`src/rtl/pll_reseq_pkg.sv`:
```
package pll_reseq_pkg;

  localparam int MFI_W  = 9;
  localparam int RDIV_W = 3;
  localparam int ODIV_W = 8;
  localparam int FRAC_W = 30;

  // bit positions the PLL decodes
  localparam int CTRL_HWSEL   = 16;
  localparam int CTRL_BYP     = 2;
  localparam int CTRL_OE      = 1;
  localparam int CTRL_PWR     = 0;
  localparam int DIV_MFI_LSB  = 16;
  localparam int DIV_RDIV_LSB = 13;
  localparam int DIV_ODIV_LSB = 0;
  localparam int NUM_LSB      = 2;
  localparam int DEN_LSB      = 0;

  typedef enum logic [1:0] {
    OP_NONE    = 2'b00,
    OP_SETRATE = 2'b01,
    OP_PREPARE = 2'b10,
    OP_UNPREP  = 2'b11
  } seqOp_t;

  typedef enum logic [4:0] {
    ST_IDLE, ST_HWSEL, ST_OEOFF, ST_PDOWN, ST_BYPOFF, ST_DIV, ST_DEN, ST_NUM,
    ST_SETTLE, ST_PUP, ST_LOCK, ST_OEON, ST_CHK,
    ST_P_NUM, ST_P_BYP, ST_P_PUP, ST_P_OE, ST_P_LOCK, ST_P_UNBYP,
    ST_U_PD, ST_FIN
  } seqState_t;

  typedef struct packed {
    logic latchReq;
    logic clrFlags;
    logic clrHwSel;
    logic clrOutEn;
    logic setOutEn;
    logic clrPwr;
    logic setPwr;
    logic clrByp;
    logic setByp;
    logic wrDiv;
    logic wrDen;
    logic wrNum;
    logic rwNum;
    logic timerClr;
    logic chkMfn;
    logic setErr;
  } seqStrobe_t;

endpackage

```
`src/rtl/pll_reseq_tick.sv`:
```
module pll_reseq_tick #(
  parameter int TICK_DIV = 125
) (
  input  logic clk,
  input  logic rstN,
  input  logic clr,
  output logic tick
);
  localparam int CW = (TICK_DIV > 1) ? $clog2(TICK_DIV) : 1;
  localparam logic [CW-1:0] LAST = CW'(TICK_DIV - 1);

  logic [CW-1:0] cnt;

  assign tick = (cnt == LAST);

  always_ff @(posedge clk or negedge rstN) begin
    if (!rstN)      cnt <= '0;
    else if (clr)   cnt <= '0;
    else if (tick)  cnt <= '0;
    else            cnt <= cnt + 1'b1;
  end
endmodule

```
`src/rtl/pll_reseq_ctrl.sv`:
```
module pll_reseq_ctrl
  import pll_reseq_pkg::*;
(
  input  logic       clk,
  input  logic       rstN,
  input  logic       cmdValid,
  input  logic [1:0] cmdOp,
  input  logic       fracMode,
  input  logic       pwrOn,
  input  logic       lockSeen,
  input  logic       settleDone,
  input  logic       lockTimeout,
  output seqStrobe_t stb,
  output logic       busy,
  output logic       done
);
  seqState_t state, nextState;
  logic      fracQ;
  seqOp_t    op;

  assign op   = seqOp_t'(cmdOp);
  assign busy = (state != ST_IDLE);
  assign done = (state == ST_FIN);

  always_comb begin
    nextState = state;
    stb       = '0;
    case (state)
      ST_IDLE: if (cmdValid && op != OP_NONE) begin
        stb.latchReq = 1'b1;
        stb.clrFlags = 1'b1;
        case (op)
          OP_SETRATE: nextState = ST_HWSEL;
          OP_PREPARE: nextState = pwrOn ? ST_FIN : (fracMode ? ST_P_NUM : ST_P_BYP);
          default:    nextState = ST_U_PD;
        endcase
      end
      ST_HWSEL:  begin stb.clrHwSel = 1'b1; nextState = ST_OEOFF;  end
      ST_OEOFF:  begin stb.clrOutEn = 1'b1; nextState = ST_PDOWN;  end
      ST_PDOWN:  begin stb.clrPwr   = 1'b1; nextState = ST_BYPOFF; end
      ST_BYPOFF: begin stb.clrByp   = 1'b1; nextState = ST_DIV;    end
      ST_DIV: begin
        stb.wrDiv = 1'b1; stb.timerClr = 1'b1;
        nextState = fracQ ? ST_DEN : ST_SETTLE;
      end
      ST_DEN: begin stb.wrDen = 1'b1; stb.timerClr = 1'b1; nextState = ST_NUM;    end
      ST_NUM: begin stb.wrNum = 1'b1; stb.timerClr = 1'b1; nextState = ST_SETTLE; end
      ST_SETTLE: if (settleDone) nextState = ST_PUP;
      ST_PUP: begin stb.setPwr = 1'b1; stb.timerClr = 1'b1; nextState = ST_LOCK; end
      ST_LOCK: begin
        if (lockSeen)         nextState = ST_OEON;
        else if (lockTimeout) begin stb.setErr = 1'b1; nextState = ST_FIN; end
      end
      ST_OEON:   begin stb.setOutEn = 1'b1; nextState = ST_CHK; end
      ST_CHK:    begin stb.chkMfn   = 1'b1; nextState = ST_FIN; end
      ST_P_NUM:  begin stb.rwNum    = 1'b1; nextState = ST_P_BYP; end
      ST_P_BYP:  begin stb.setByp   = 1'b1; nextState = ST_P_PUP; end
      ST_P_PUP:  begin stb.setPwr   = 1'b1; nextState = ST_P_OE;  end
      ST_P_OE:   begin stb.setOutEn = 1'b1; stb.timerClr = 1'b1; nextState = ST_P_LOCK; end
      ST_P_LOCK: begin
        if (lockSeen)         nextState = ST_P_UNBYP;
        else if (lockTimeout) begin stb.setErr = 1'b1; nextState = ST_FIN; end
      end
      ST_P_UNBYP: begin stb.clrByp = 1'b1; nextState = ST_FIN; end
      ST_U_PD:    begin stb.clrPwr = 1'b1; nextState = ST_FIN; end
      ST_FIN:     nextState = ST_IDLE;
      default:    nextState = ST_IDLE;
    endcase
  end

  always_ff @(posedge clk or negedge rstN) begin
    if (!rstN) begin
      state <= ST_IDLE;
      fracQ <= 1'b0;
    end else begin
      state <= nextState;
      if (stb.latchReq) fracQ <= fracMode;
    end
  end

  AST_DONE_ONE_CYCLE: assert property (@(posedge clk) disable iff (!rstN) done |=> !done);

  AST_IDLE_AFTER_DONE: assert property (@(posedge clk) disable iff (!rstN) done |=> !busy);

endmodule

```
`src/rtl/pll_reseq_dp.sv`:
```
module pll_reseq_dp
  import pll_reseq_pkg::*;
#(
  parameter int TICK_DIV        = 125,
  parameter int SETTLE_US       = 5,
  parameter int LOCK_TIMEOUT_US = 200
) (
  input  logic              clk,
  input  logic              rstN,
  input  seqStrobe_t        stb,
  input  logic [MFI_W-1:0]  reqMfi,
  input  logic [RDIV_W-1:0] reqRdiv,
  input  logic [ODIV_W-1:0] reqOdiv,
  input  logic [FRAC_W-1:0] reqMfn,
  input  logic [FRAC_W-1:0] reqMfd,
  input  logic              pllLock,
  input  logic [FRAC_W-1:0] pllMfnEcho,
  output logic [31:0]       ctrlWord,
  output logic [31:0]       divWord,
  output logic [31:0]       numWord,
  output logic [31:0]       denWord,
  output logic              numLoad,
  output logic              seqError,
  output logic              mfnMismatch,
  output logic              pwrOn,
  output logic              lockSeen,
  output logic              settleDone,
  output logic              lockTimeout
);
  localparam int LIMIT = (SETTLE_US > LOCK_TIMEOUT_US) ? SETTLE_US : LOCK_TIMEOUT_US;
  localparam int UW    = $clog2(LIMIT + 1);
  localparam logic [UW-1:0] US_MAX = UW'(LIMIT);

  logic              hwSel, byp, outEn, pwr;
  logic [MFI_W-1:0]  mfiQ;
  logic [RDIV_W-1:0] rdivQ;
  logic [ODIV_W-1:0] odivQ;
  logic [FRAC_W-1:0] mfnQ, mfdQ;
  logic [31:0]       divNext, numNext, denNext;
  logic [UW-1:0]     usCount;
  logic              tick;

  pll_reseq_tick #(.TICK_DIV(TICK_DIV)) i_tick (
    .clk (clk),
    .rstN(rstN),
    .clr (stb.timerClr),
    .tick(tick)
  );

  always_ff @(posedge clk or negedge rstN) begin
    if (!rstN)                          usCount <= '0;
    else if (stb.timerClr)              usCount <= '0;
    else if (tick && usCount != US_MAX) usCount <= usCount + 1'b1;
  end

  assign settleDone  = (usCount >= UW'(SETTLE_US));
  assign lockTimeout = (usCount >= UW'(LOCK_TIMEOUT_US));
  assign lockSeen    = pllLock;
  assign pwrOn       = pwr;

  always_comb begin
    ctrlWord             = '0;
    ctrlWord[CTRL_HWSEL] = hwSel;
    ctrlWord[CTRL_BYP]   = byp;
    ctrlWord[CTRL_OE]    = outEn;
    ctrlWord[CTRL_PWR]   = pwr;
    divNext                              = '0;
    divNext[DIV_MFI_LSB  +: MFI_W]       = mfiQ;
    divNext[DIV_RDIV_LSB +: RDIV_W]      = rdivQ;
    divNext[DIV_ODIV_LSB +: ODIV_W]      = odivQ;
    numNext                              = '0;
    numNext[NUM_LSB +: FRAC_W]           = mfnQ;
    denNext                              = '0;
    denNext[DEN_LSB +: FRAC_W]           = mfdQ;
  end

  always_ff @(posedge clk or negedge rstN) begin
    if (!rstN) begin
      hwSel <= 1'b1; byp <= 1'b0; outEn <= 1'b0; pwr <= 1'b0;
      mfiQ <= '0; rdivQ <= '0; odivQ <= '0; mfnQ <= '0; mfdQ <= '0;
      divWord <= '0; numWord <= '0; denWord <= '0;
      numLoad <= 1'b0; seqError <= 1'b0; mfnMismatch <= 1'b0;
    end else begin
      if (stb.clrHwSel) hwSel <= 1'b0;
      if (stb.clrOutEn) outEn <= 1'b0;
      if (stb.setOutEn) outEn <= 1'b1;
      if (stb.clrPwr)   pwr   <= 1'b0;
      if (stb.setPwr)   pwr   <= 1'b1;
      if (stb.clrByp)   byp   <= 1'b0;
      if (stb.setByp)   byp   <= 1'b1;
      if (stb.latchReq) begin
        mfiQ <= reqMfi; rdivQ <= reqRdiv; odivQ <= reqOdiv;
        mfnQ <= reqMfn; mfdQ <= reqMfd;
      end
      if (stb.wrDiv) divWord <= divNext;
      if (stb.wrDen) denWord <= denNext;
      if (stb.wrNum) numWord <= numNext;
      numLoad <= stb.wrNum | stb.rwNum;
      if (stb.clrFlags) begin
        seqError    <= 1'b0;
        mfnMismatch <= 1'b0;
      end
      if (stb.setErr) seqError    <= 1'b1;
      if (stb.chkMfn) mfnMismatch <= (pllMfnEcho != mfnQ);
    end
  end

  AST_ONE_BIT_STEP: assert property (@(posedge clk) disable iff (!rstN)
    $countones(ctrlWord ^ $past(ctrlWord)) <= 1);

  AST_DIV_WHILE_DOWN: assert property (@(posedge clk) disable iff (!rstN)
    stb.wrDiv |-> (ctrlWord[2:0] == 3'b000));

  AST_SETTLE_MET: assert property (@(posedge clk) disable iff (!rstN)
    ($rose(ctrlWord[CTRL_PWR]) && !ctrlWord[CTRL_BYP]) |-> $past(settleDone));

  AST_TIMEOUT_OUT_OFF: assert property (@(posedge clk) disable iff (!rstN)
    ($rose(seqError) && !ctrlWord[CTRL_BYP]) |-> !ctrlWord[CTRL_OE]);

endmodule

```
`src/rtl/pll_reseq.sv`:
```
module pll_reseq
  import pll_reseq_pkg::*;
#(
  parameter int CLK_FREQ_HZ     = 125_000_000,
  parameter int SETTLE_US       = 5,
  parameter int LOCK_TIMEOUT_US = 200
) (
  input  logic        clk,
  input  logic        rstN,
  input  logic        cmdValid,
  input  logic [1:0]  cmdOp,
  input  logic        fracMode,
  input  logic [8:0]  reqMfi,
  input  logic [2:0]  reqRdiv,
  input  logic [7:0]  reqOdiv,
  input  logic [29:0] reqMfn,
  input  logic [29:0] reqMfd,
  input  logic        pllLock,
  input  logic [29:0] pllMfnEcho,
  output logic [31:0] ctrlWord,
  output logic [31:0] divWord,
  output logic [31:0] numWord,
  output logic [31:0] denWord,
  output logic        numLoad,
  output logic        busy,
  output logic        done,
  output logic        seqError,
  output logic        mfnMismatch
);
  localparam int TICK_DIV = CLK_FREQ_HZ / 1_000_000;

  seqStrobe_t stb;
  logic pwrOn, lockSeen, settleDone, lockTimeout;

  pll_reseq_ctrl i_ctrl (
    .clk(clk), .rstN(rstN), .cmdValid(cmdValid), .cmdOp(cmdOp), .fracMode(fracMode),
    .pwrOn(pwrOn), .lockSeen(lockSeen), .settleDone(settleDone), .lockTimeout(lockTimeout),
    .stb(stb), .busy(busy), .done(done)
  );

  pll_reseq_dp #(
    .TICK_DIV(TICK_DIV), .SETTLE_US(SETTLE_US), .LOCK_TIMEOUT_US(LOCK_TIMEOUT_US)
  ) i_dp (
    .clk(clk), .rstN(rstN), .stb(stb),
    .reqMfi(reqMfi), .reqRdiv(reqRdiv), .reqOdiv(reqOdiv), .reqMfn(reqMfn), .reqMfd(reqMfd),
    .pllLock(pllLock), .pllMfnEcho(pllMfnEcho),
    .ctrlWord(ctrlWord), .divWord(divWord), .numWord(numWord), .denWord(denWord),
    .numLoad(numLoad), .seqError(seqError), .mfnMismatch(mfnMismatch),
    .pwrOn(pwrOn), .lockSeen(lockSeen), .settleDone(settleDone), .lockTimeout(lockTimeout)
  );
endmodule

```
`config.mk`:
```
export PLATFORM = sky130hd
export DESIGN_NAME = pll_reseq
export DESIGN_NICKNAME = d
export VERILOG_FILES = /design/src/rtl/pll_reseq_pkg.sv /design/src/rtl/pll_reseq_tick.sv /design/src/rtl/pll_reseq_ctrl.sv /design/src/rtl/pll_reseq_dp.sv /design/src/rtl/pll_reseq.sv
export SDC_FILE = /design/constraint.sdc
export NUM_CORES = 1
export LEC_CHECK = 0
export BUFFER_PORTS_ARGS = -buffer_cell sky130_fd_sc_hd__buf_2
export CORE_MARGIN = 1.5
export CORE_UTILIZATION = 45
export CTS_CLUSTER_DIAMETER = 150
export DETAILED_ROUTE_END_ITERATION = 10
export GPL_ROUTABILITY_DRIVEN = 0
export GPL_TIMING_DRIVEN = 1
export HOLD_SLACK_MARGIN = 0.03
export MAX_ROUTING_LAYER = met4
export PLACE_DENSITY = 0.73
export SLEW_MARGIN = 40
export SYNTH_ARGS = -nofsm -noshare
export SYNTH_HDL_FRONTEND = slang
export SYNTH_HIERARCHICAL = 1
export SYNTH_SLANG_ARGS = --single-unit
```
`constraint.sdc`:
```
create_clock -name clk -period 3.05 [get_ports clk]
set_input_delay 0.305 -clock clk [delete_from_list [all_inputs] [get_ports clk]]
set_output_delay 0.305 -clock clk [all_outputs]
set_load 0.01 [all_outputs]
```
; Word level (Yosys, flattened, before mapping)
; Cells that the tools add are included.
[word_totals]
reg_bits = 188
latch_bits = 0
ramBits = 0
romBits = 0
output_inout_bits = 133
word_cells = 111
n_memories = 0
[classes]
n_addsub = 2
mul = 0
div = 0
n_lt_le_gt_ge = 2
n_eq_ne = 27
shifts = 0
muxes = 41
bitwise_logic = 1
reduce_logical = 19
[op_table]
columns = op, count
row1 = case mux 5 bit (18 select lines), 1
row2 = "== test 5 x 4 -> 1 bit, second input constant", 8
row3 = 2-to-1 mux 5 bit, 6
row4 = != test 30 bit, 1
row5 = "== test 5 bit, second input constant", 5
row6 = 2-to-1 mux 1 bit, 25
row7 = "== test 5 x 3 -> 1 bit, second input constant", 4
row8 = 2-to-1 mux 8 bit, 2
row9 = 2-to-1 mux 7 bit, 2
row10 = nonzero test 2 bit, 7
row11 = "== test 5 x 2 -> 1 bit, second input constant", 2
row12 = case mux 5 bit (2 select lines), 1
row13 = OR reduction 2 bit, 5
row14 = "adder 8 x 1 -> 8 bit, second input constant", 1
row15 = "greater-or-equal comparator 8 x 3 -> 1 bit, second input constant", 1
row16 = "greater-or-equal comparator 8 bit, second input constant", 1
row17 = "!= test 8 bit, second input constant", 1
row18 = "adder 7 x 1 -> 7 bit, second input constant", 1
row19 = "== test 7 bit, second input constant", 1
row20 = 2-to-1 mux 2 bit, 3
row21 = "== test 5 x 1 -> 1 bit, second input constant", 1
row22 = zero test 5 bit, 1
row23 = nonzero test 5 bit, 1
row24 = OR reduction 5 bit, 1
row25 = 8 further kinds, 10

; Logic depth before layout (Yosys ltp)
; Gate-level depths: netlist of the first run.
[logic_depth]
ltp_word = 6
mapped_depth = 9

; Cells and area by module
; The synthesis of the first run kept the hierarchy.
[modules_own_cells]
columns = module, instances, cells_per_inst, area_each_um2, seq_area_each_um2
row1 = pll_reseq_dp, 1, 496, 7319.5, 4380.5
row2 = pll_reseq_ctrl, 1, 122, 909.6, 150.1
row3 = pll_reseq_tick, 1, 35, 336.6, 175.2

; Worst setup path before layout of the first run
; Ideal clock, no wire load.
[synth_timing]
kind = register to register
startpoint = register i_ctrl.state[0]
endpoint = register i_dp.mfdQ[0]
arrival_time_ns = 1.885
path_slack_ns = 1.040
path_stages_with_launch = 9
n_path_buf = 4
period_less_slack_ns = 2.010
cell_sequence = dfrtp_1 buf_2 nor2_2 nand3_2 nor2b_2 buf_4 clkbuf_1 buf_2 mux2_2
[synth_rtl]
columns = element, line_no
row1 = start: declaration, pll_reseq_ctrl.sv:17  ; seqState_t state, nextState;
row2 = start signal: assignment, pll_reseq_ctrl.sv:76  ; state <= nextState;
row3 = end signal: assignment, pll_reseq_dp.sv:93  ; mfnQ <= reqMfn; mfdQ <= reqMfd;
row4 = end: declaration, pll_reseq_dp.sv:38  ; logic [FRAC_W-1:0] mfnQ, mfdQ;

; Final worst setup path of the first run
[layout_timing]
startpoint = register i_ctrl.state[2]
endpoint = register i_dp.mfnQ[11]
[layout_via]
elab_chain_len = 2
[layout_lines]
columns = element, line_no
row1 = zero test 5 bit, pll_reseq_ctrl.sv:28  ; case (state)
row2 = 2-to-1 mux 2 bit, pll_reseq_ctrl.sv:28
row3 = end signal: assignment, pll_reseq_dp.sv:93
row4 = end: declaration, pll_reseq_dp.sv:38
; No other way between the ends.
; A chain may end at the register's enable or synchronous reset.

==> results of run 1 <==
## layout by cell type (no fill, tap or decap), drive strengths merged, types with 2 or more instances in the layout
cell	count
nor3b	3
a21o	4
clkinvlp	2
buf	215
xnor2	32
nor2b	9
bufinv	3
o21bai	2
nand4	12
nand2b	7
and3	3
a21oi	14
conb	44
nand3b	2
inv	21
mux2	161
o21ai	15
dfrtp	187
nor4	3
clkbuf	20
a22oi	2
a31oi	2
or3	3
o32ai	2
or3b	2
nand3	10
clkinv	3
nor2	31
and3b	2
mux2i	2
nand4bb	2
nand2	10
ha	10
nor3	5
xor2	7
## metrics by stage
stage / std cells / instance area (um^2)
floorplan: 696 / 8730
global placement: 1069 / 9680
detailed placement: 1069 / 9680
CTS: 1102 / 10300
global route: 1103 / 10300
finish: 1103 / 10300
## flip-flops by register name, summed over array words and instances (netlist names), 3 cells and up
register / count
i_dp/mfnQ: 30
i_ctrl/state: 5
i_dp/odivQ: 8
i_dp/divWord: 20
i_dp/usCount: 8
i_dp/numWord: 30
i_dp/mfdQ: 30
i_dp/rdivQ: 3
i_dp/i_tick/cnt: 7
i_dp/mfiQ: 9
i_dp/denWord: 30
## worst max-delay path, cell delays in order (launching register included)
cell	delay [ns]
dfrtp_1	0.63
inv_1	0.31
nand3_2	0.20
nor2b_4	0.18
buf_4	0.40
mux2_2	0.40
## power by group
| part | internal [uW] | switching [uW] |
|---|---|---|
| combinational | 130 | 130 |
| clock | 1360 | 994 |
| sequential | 2550 | 35.1 |
## worst paths after layout
kind                                 start              end  slack (ns)  cells past startpoint
max in group asynchronous             rstN  i_dp/numWord[8]        1.73                      3
min reg2reg                       i_dp/byp         i_dp/byp        0.48                      1
max                        i_ctrl/state[2]    i_dp/mfnQ[11]        0.79                      5
max reg2reg                i_ctrl/state[2]    i_dp/mfnQ[11]        0.79                      5
min                              reqMfn[8]     i_dp/mfnQ[8]        0.11                      2
min in group asynchronous             rstN     i_dp/mfiQ[2]        0.49                      2
## layout make-up
cell class	count	area, um^2
Clock buffer	19	453
Antenna cell	1	2.50
Fill cell	1648	8380
Clock inverter	13	180
Inverter	16	60.1
Timing Repair Buffer	217	1160
Tap cell	234	293
Sequential cell	188	4710
Multi-Input combinational cell	415	3470
## timing repair
item,4_1_cts,5_1_grt
hold endpoints to repair,75,0
resized for setup,0,0
hold buffers,1,0
## routing by layer
layer | vias up | GRT usage (%) | wire length (um)
li1 | 2585 | - | -
met1 | 2713 | 24.8 | 7850
met2 | 193 | 29.3 | 8500
met3 | 22 | 4.31 | 1090
met4 | 0 | 5.81 | 254
met5 | - | - | 0
## cells by family (layout without fill, tap and decap cells)
kind of cell | count (synthesis) | count (layout) | synth area share [%]
buffers and inverters | 93 | 265 | 6.72
AOI/OAI and AO/OA | 53 | 53 | 4.46
other | 1 | 45 | 0.0438
muxes | 163 | 163 | 21.4
xor gates and xnor gates | 39 | 39 | 3.99
adders and majority gates | 10 | 10 | 1.46
DFF | 188 | 188 | 54.9
and+or+nand+nor | 106 | 106 | 7.00
==> reports/results.ini, run 1 <==
[sta]
holdWs_ns = 0.111
fin_crit_ns = 2.26
hold_violations = 0
layout_setup_ws_ns = 0.792
slew_headroom_pct = 52.1
setup_viol = 0
worst_pin_slew_ns = 0.718
rsz0062_at_grt = no
setup_tns_ns = 0
slew_violations = 0
finalCritPeriodShare_pct = 74.0
max_freq_mhz = 443
fin_worst_skew_ns = 0.0127

[cells_and_area]
post-route-util_pct = 55.2
fin_nets = 982
post_route_cells_drive_above_1_share_pct = 48.8
syn2layout_area_growth_pct = 20.5

[pwr]
p_total_uw = 5190
leakage_uw = 0.00538
vdd_drop_max_v = 0.000390
p_per_area_mw_per_mm2 = 503

[clock_tree]
numCtsBuffers = 17
insertion_delay_ns = 0.42
cts_buffer_depth = 2
htreeDepth = 4
cts.sinks = 188
root_buffer = clkbuf_16
clk_transition_reported_paths_ns = 0.07
cts_tree = yes
post-cts-setup-buffers = 0

[yosys]
synth.avg_cell_area_um2 = 13.1
async_reset_ff_share_pct = 100
synth.most_common_cell = dfrtp_1
yosys_warnings = 6
yosysTopAreaCellShare_pct = 54.6
synthTopCellsByCount = dfrtp_1, mux2_2, buf_4, xnor2_1, nor2_1
synth_area_leader_cell = dfrtp_1
synthTopCellsByArea = dfrtp_1, mux2_2, buf_4
synthCells = 653
synth_edf_count = 0
ys.flop_type = dfrtp_1
synth_cell_type_count = 59
yosysSeqAreaShare_pct = 54.9
netlist_area_mm2 = 0.00857
ys_ff_latch = 188

[floorplanning]
initial_core_util_pct = 45.8
die-height_um = 141
die-area_mm2 = 0.0199
rows = 50
pin_count = 250
die_w_um = 141
coreArea_mm2 = 0.0187

[worst_setup_path]
arrival_ns = 2.57
path_max_fanout = 33
cp.required_ns = 3.36
end_kind = flip-flop
crit_path_start_kind = flip-flop
crit_type = flip-flop to flip-flop

[job]
max_cap_viol_count = 0

[grt]
grt_pass1_vias = 5495
grt_antenna_before_repair = 1
grt_overflow = 0
grt_use_total_pct = 18.9
grt_max_degree = 80
grt_pass1_wl_mm = 28.5

[place]
dp_slack_ns = 0.790
dp_hpwl_mm = 12.6
io_buffer_count = 205

[route]
drt_iter0_markers = 270
postRouteAntennaNets = 0
route.vias.total = 5513
vias_per_cell = 5.00
wl_per_cell_um = 16.0
wl_mm = 17.7
drc = 0
firstDrtPassIters = 4

[worst_hold_path]
hold_path_class = primary input to flip-flop

[run_status]
outcome = finished clean

(Power assumes the default switching activity.)
==> inputs of run 2 (changes only) <==
==> constraint.sdc (replaced) <==
create_clock -name clk -period 2.35 [get_ports clk]
set_input_delay 0.235 -clock clk [delete_from_list [all_inputs] [get_ports clk]]
set_output_delay 0.235 -clock clk [all_outputs]
set_load 0.01 [all_outputs]
==> reports/results.ini, run 2 (synthesis gave the netlist of run 1 again) <==
[clock_tree]
cts_buffer_depth = 2  ; unchanged
htreeDepth = 4  ; unchanged
cts_tree = yes  ; unchanged
clk_transition_reported_paths_ns = 0.07  ; about the same
insertion_delay_ns = 0.42  ; about the same
root_buffer = clkbuf_16  ; unchanged
cts.sinks = 188  ; unchanged
numCtsBuffers = 17  ; unchanged

[route]
wl_per_cell_um = 16.3  ; was 16.0 um
postRouteAntennaNets = 0  ; unchanged
wl_mm = 19.0  ; was 17.7 mm
firstDrtPassIters = 5  ; was 4
vias_per_cell = 5.01  ; was 5.00
drc = 0  ; unchanged
drt_iter0_markers = 307  ; was 270
route.vias.total = 5865  ; was 5513

[sta]
slew_headroom_pct = 60.2  ; was 52.1%
hold_violations = 0  ; unchanged
slew_violations = 0  ; unchanged
rsz0062_at_grt = no  ; unchanged
finalCritPeriodShare_pct = 86.2  ; was 74.0%
setup_tns_ns = 0  ; unchanged
setup_viol = 0  ; unchanged
max_freq_mhz = 494  ; was 443 MHz
fin_worst_skew_ns = 0.00972  ; was 0.0127 ns
worst_pin_slew_ns = 0.597  ; was 0.718 ns
fin_crit_ns = 2.03  ; was 2.26 ns

[worst_hold_path]
hold_path_class = primary input to flip-flop  ; unchanged
hold_path_end = i_dp/mfiQ[3]  ; was i_dp/mfnQ[8]
hp-start = reqMfi[3]  ; was reqMfn[8]
holdPathStages = 2  ; unchanged

[place]
dp.cells = 1072  ; was 1069
dp_hpwl_mm = 12.8  ; was 12.6 mm
io_buffer_count = 205  ; unchanged

[worst_setup_path]
end_kind = flip-flop  ; unchanged
r2r_slack_ns = 0.32  ; was 0.79 ns
rr_worst_depth = 5  ; unchanged
crit_type = flip-flop to flip-flop  ; unchanged
crit_path_start_kind = flip-flop  ; unchanged
r2r_start = i_ctrl/state[4]  ; was i_ctrl/state[2]
cp.required_ns = 2.66  ; was 3.36 ns
path_max_fanout = 30  ; was 33
startpoint = i_ctrl/state[4]  ; was i_ctrl/state[2]
r2r_end = i_dp/denWord[25]  ; was i_dp/mfnQ[11]
arrival_ns = 2.33  ; was 2.57 ns

[cells_and_area]
post_route_cells_drive_above_1_share_pct = 45.5  ; was 48.8%
nFillCells = 1535  ; was 1648
mostFrequentLayoutCells = buf_2, dfrtp_1, mux2_2  ; unchanged
syn2layout_area_growth_pct = 27.9  ; was 20.5%
final_common_cell = buf_2  ; unchanged
finalNonFillerCells = 1170  ; was 1103
post-route-util_pct = 58.6  ; was 55.2%
fin_nets = 1048  ; was 982

[floorplanning]
initial_core_util_pct = 45.8  ; unchanged
die-height_um = 141  ; unchanged
coreArea_mm2 = 0.0187  ; unchanged
die_w_um = 141  ; unchanged
pin_count = 250  ; unchanged
die-area_mm2 = 0.0199  ; unchanged
rows = 50  ; unchanged

[pwr]
vdd_drop_max_v = 0.000471  ; was 0.000390 V
p_per_area_mw_per_mm2 = 598  ; was 503 mW/mm^2
leakage_uw = 0.00564  ; was 0.00538 uW

[job]
max_cap_viol_count = 0  ; unchanged

[grt]
grt_max_degree = 76  ; was 80
grt_pass1_vias = 6094  ; was 5495
grt_antenna_before_repair = 2  ; was 1
grt_overflow = 0  ; unchanged
grt_pass1_wl_mm = 30.9  ; was 28.5 mm
grt_use_total_pct = 20.7  ; was 18.9%

[run_status]
outcome = finished clean  ; unchanged

run 2: area by class of cell:
| type | instances | area (um^2) | area share (%) |
|---|---|---|---|
| repair buffers | 283 | 1860 | 16.9 |
| clock buffers | 19 | 433 | 3.95 |
| inverters | 16 | 60.1 | 0.548 |
| flip-flops and latches | 188 | 4710 | 43.0 |
| multi-input cells | 415 | 3470 | 31.6 |
| well taps | 234 | 293 | 2.67 |
| clock inverters | 13 | 135 | 1.23 |
| diodes | 2 | 5.00 | 0.0457 |
run 2: through the flow:
step	hold WS (ns)	setup slack [ns]	total power (uW)	cell area, um^2
after floorplan	-0.0606	0.340	3610	8730
after global placement	0.301	0.400	3750	9740
after detailed placement	0.297	0.344	3760	9740
after CTS	0.0304	0.329	6640	10900
after global routing	0.0308	0.221	6810	11000
final	0.0500	0.325	6550	11000
run 2: worst max-delay path by stage:
stage,endpoint,slack [ns],cells after the start
6_report,i_dp/denWord[25],0.32,5
2_1_floorplan,i_dp/mfdQ[0],0.34,8
3_5_place_dp,i_dp/numWord[16],0.34,5
3_3_place_gp,i_dp/denWord[22],0.40,5
4_1_cts,i_dp/numWord[8],0.33,5
5_1_grt,done,0.22,5
run 2: routing by layer:
layer,share of wire [%],global-route usage [%]
met3,5.4,4.76
met4,2.6,8.83
met1,42,25.2
met2,50,33.2
met5,0,-
run 2: repair_timing:
| item | CTS | global route |
|---|---|---|
| buffers inserted | 0 | 0 |
| endpoints found under the hold margin | 136 | 0 |
| resized for setup | 0 | 0 |
| hold buffers | 64 | 0 |
run 2: critical path: stages (launching register included):
cell     delay, ns
dfrtp_1       0.48
and2b_1       0.35
nand2_1       0.19
nor3_2        0.25
buf_12        0.25
mux2_2        0.37
run 2: power breakdown:
group / total (uW) / internal [uW] / leakage (uW) / switching [uW]
Clock: 2770 / 1490 / 0.000279 / 1280
Combinational: 428 / 239 / 0.00282 / 189
Sequential: 3350 / 3310 / 0.00254 / 47.7
==> inputs of run 3 (changes only) <==
==> constraint.sdc (replaced) <==
create_clock -name clk -period 2.1 [get_ports clk]
set_input_delay 0.21 -clock clk [delete_from_list [all_inputs] [get_ports clk]]
set_output_delay 0.21 -clock clk [all_outputs]
set_load 0.01 [all_outputs]
==> reports/results.ini, run 3 (synthesis gave the netlist of run 1 again) <==
[sta]
fin_worst_skew_ns = 0.0105  ; was 0.00972 ns
fin_crit_ns = 1.88  ; was 2.03 ns
rsz0062_at_grt = no  ; unchanged
setup_tns_ns = 0  ; unchanged
finalCritPeriodShare_pct = 89.4  ; was 86.2%
max_freq_mhz = 532  ; was 494 MHz
worst_pin_slew_ns = 0.505  ; was 0.597 ns
hold_violations = 0  ; unchanged
setup_viol = 0  ; unchanged
slew_violations = 0  ; unchanged
slew_headroom_pct = 66.3  ; was 60.2%

[cells_and_area]
final_common_cell = buf_2  ; unchanged
syn2layout_area_growth_pct = 31.3  ; was 27.9%
nFillCells = 1473  ; was 1535
multiInputGateArea_mm2 = 0.00347  ; unchanged
final_cell_area_mm2 = 0.0112  ; was 0.0110 mm^2
seq_area_mm2 = 0.00471  ; unchanged
post_route_cells_drive_above_1_share_pct = 45.5  ; about the same
mostFrequentLayoutCells = buf_2, dfrtp_1, mux2_2  ; unchanged
fin_nets = 1073  ; was 1048

[pwr]
p_clk_share_pct = 42.6  ; was 42.3%
p_int_uw = 5730  ; was 5040 uW
leakage_uw = 0.00577  ; was 0.00564 uW
swShare_pct = 23.0  ; was 23.1%
comb_power_share_pct = 7.0  ; was 6.5%
vdd_drop_max_v = 0.000560  ; was 0.000471 V
p_per_area_mw_per_mm2 = 662  ; was 598 mW/mm^2
switchingPower_uw = 1710  ; was 1520 uW
p_seq_share_pct = 50.4  ; was 51.2%

[route]
drc = 0  ; unchanged
wl_mm = 19.3  ; was 19.0 mm
firstDrtPassIters = 6  ; was 5
route.vias.total = 5910  ; was 5865
drt_iter0_markers = 239  ; was 307
postRouteAntennaNets = 0  ; unchanged
wl_per_cell_um = 16.1  ; was 16.3 um
vias_per_cell = 4.95  ; was 5.01

[worst_hold_path]
hold_path_class = primary input to flip-flop  ; unchanged

[worst_setup_path]
end_kind = flip-flop  ; unchanged
path_max_fanout = 42  ; was 30
arrival_ns = 2.19  ; was 2.33 ns
cp.required_ns = 2.41  ; was 2.66 ns
crit_type = flip-flop to flip-flop  ; unchanged
crit_path_start_kind = flip-flop  ; unchanged

[floorplanning]
die-area_mm2 = 0.0199  ; unchanged
coreArea_mm2 = 0.0187  ; unchanged
die-height_um = 141  ; unchanged
rows = 50  ; unchanged
initial_core_util_pct = 45.8  ; unchanged
die_w_um = 141  ; unchanged
pin_count = 250  ; unchanged

[grt]
grt_pass1_vias = 6141  ; was 6094
grt_pass1_wl_mm = 31.7  ; was 30.9 mm
grt_antenna_before_repair = 2  ; unchanged
grt_overflow = 0  ; unchanged
met1_usage_pct = 25.9  ; was 25.2%
grtUsageMet3_pct = 4.99  ; was 4.76%
grt_use_total_pct = 21.0  ; was 20.7%
grt_max_degree = 58  ; was 76
met2_usage_pct = 33.7  ; was 33.2%
busiest_layer = met2  ; unchanged

[run_status]
outcome = finished clean  ; unchanged

[place]
io_buffer_count = 205  ; unchanged
dpl_cell_area_mm2 = 0.00986  ; was 0.00974 mm^2
dp_hpwl_mm = 13.0  ; was 12.8 mm

[clock_tree]
cts.sinks = 188  ; unchanged
cts_buffer_depth = 2  ; unchanged
htreeDepth = 4  ; unchanged
clk_transition_reported_paths_ns = 0.07  ; about the same
cts_tree = yes  ; unchanged
insertion_delay_ns = 0.43  ; was 0.42 ns
numCtsBuffers = 17  ; unchanged
root_buffer = clkbuf_16  ; unchanged

[job]
max_cap_viol_count = 0  ; unchanged

-- run 3: per-stage QoR --
step | hold WS [ns] | worst slack, ns | instances | utilization (%) | total power (uW)
finish | 0.0821 | 0.222 | 1195 | 60.1 | 7440
global route | 0.0677 | 0.118 | 1195 | 60.1 | 7730
CTS | 0.0308 | 0.233 | 1192 | 60.1 | 7540
detailed placement | 0.228 | 0.257 | 1081 | 52.7 | 4220
global placement | 0.226 | 0.291 | 1081 | 52.7 | 4210
floorplan | -0.0856 | 0.0901 | 696 | - | 4040
-- run 3: worst paths after layout --
kind                       slack [ns]               end  cells after the start       startpoint
setup / recovery                 0.22     i_dp/mfdQ[18]                      5  i_ctrl/state[3]
hold reg to reg                  0.49        i_dp/hwSel                      1       i_dp/hwSel
setup reg to reg                 0.22     i_dp/mfdQ[18]                      5  i_ctrl/state[3]
hold / removal                   0.08      i_ctrl/fracQ                      2         fracMode
min in group asynchronous        0.31  i_dp/divWord[18]                      2             rstN
max in group asynchronous        1.16   i_ctrl/state[2]                      3             rstN
-- run 3: final cells by class --
| class | instances | share of cell area, % |
|---|---|---|
| sequential | 188 | 41.8 |
| antenna | 2 | 0.0445 |
| timing repair buffer | 308 | 19.0 |
| clock buffer | 19 | 4.03 |
| multi-input combinational | 415 | 30.8 |
| clock inverter | 13 | 1.19 |
| inverter | 16 | 0.534 |
| tap | 234 | 2.60 |
-- run 3: power by group through the flow --
stage	clock network, uW	logic (uW)	registers, uW
global placement	0	392	3820
detailed placement	0	401	3820
floorplan	0	233	3800
finish	3170	521	3750
CTS	3260	521	3750
global route	3390	576	3760
-- run 3: critical path: stages, from the launching register on --
cell	delay, ns
dfrtp_1	0.49
nor2_2	0.24
nand3_2	0.14
nor2b_4	0.21
buf_12	0.25
mux2_2	0.39
-- run 3: metal layers --
metal	up-vias	wire length (um)
met1	2918	8290
met4	0	488
met3	35	1000
met2	194	9520
met5	-	0
li1	2763	-
-- run 3: what timing repair did --
action / CTS / global route
gates resized for setup: 0 / 0
hold buffers: 79 / 1
endpoints found under the hold margin: 128 / 1
buffers inserted: 0 / 0
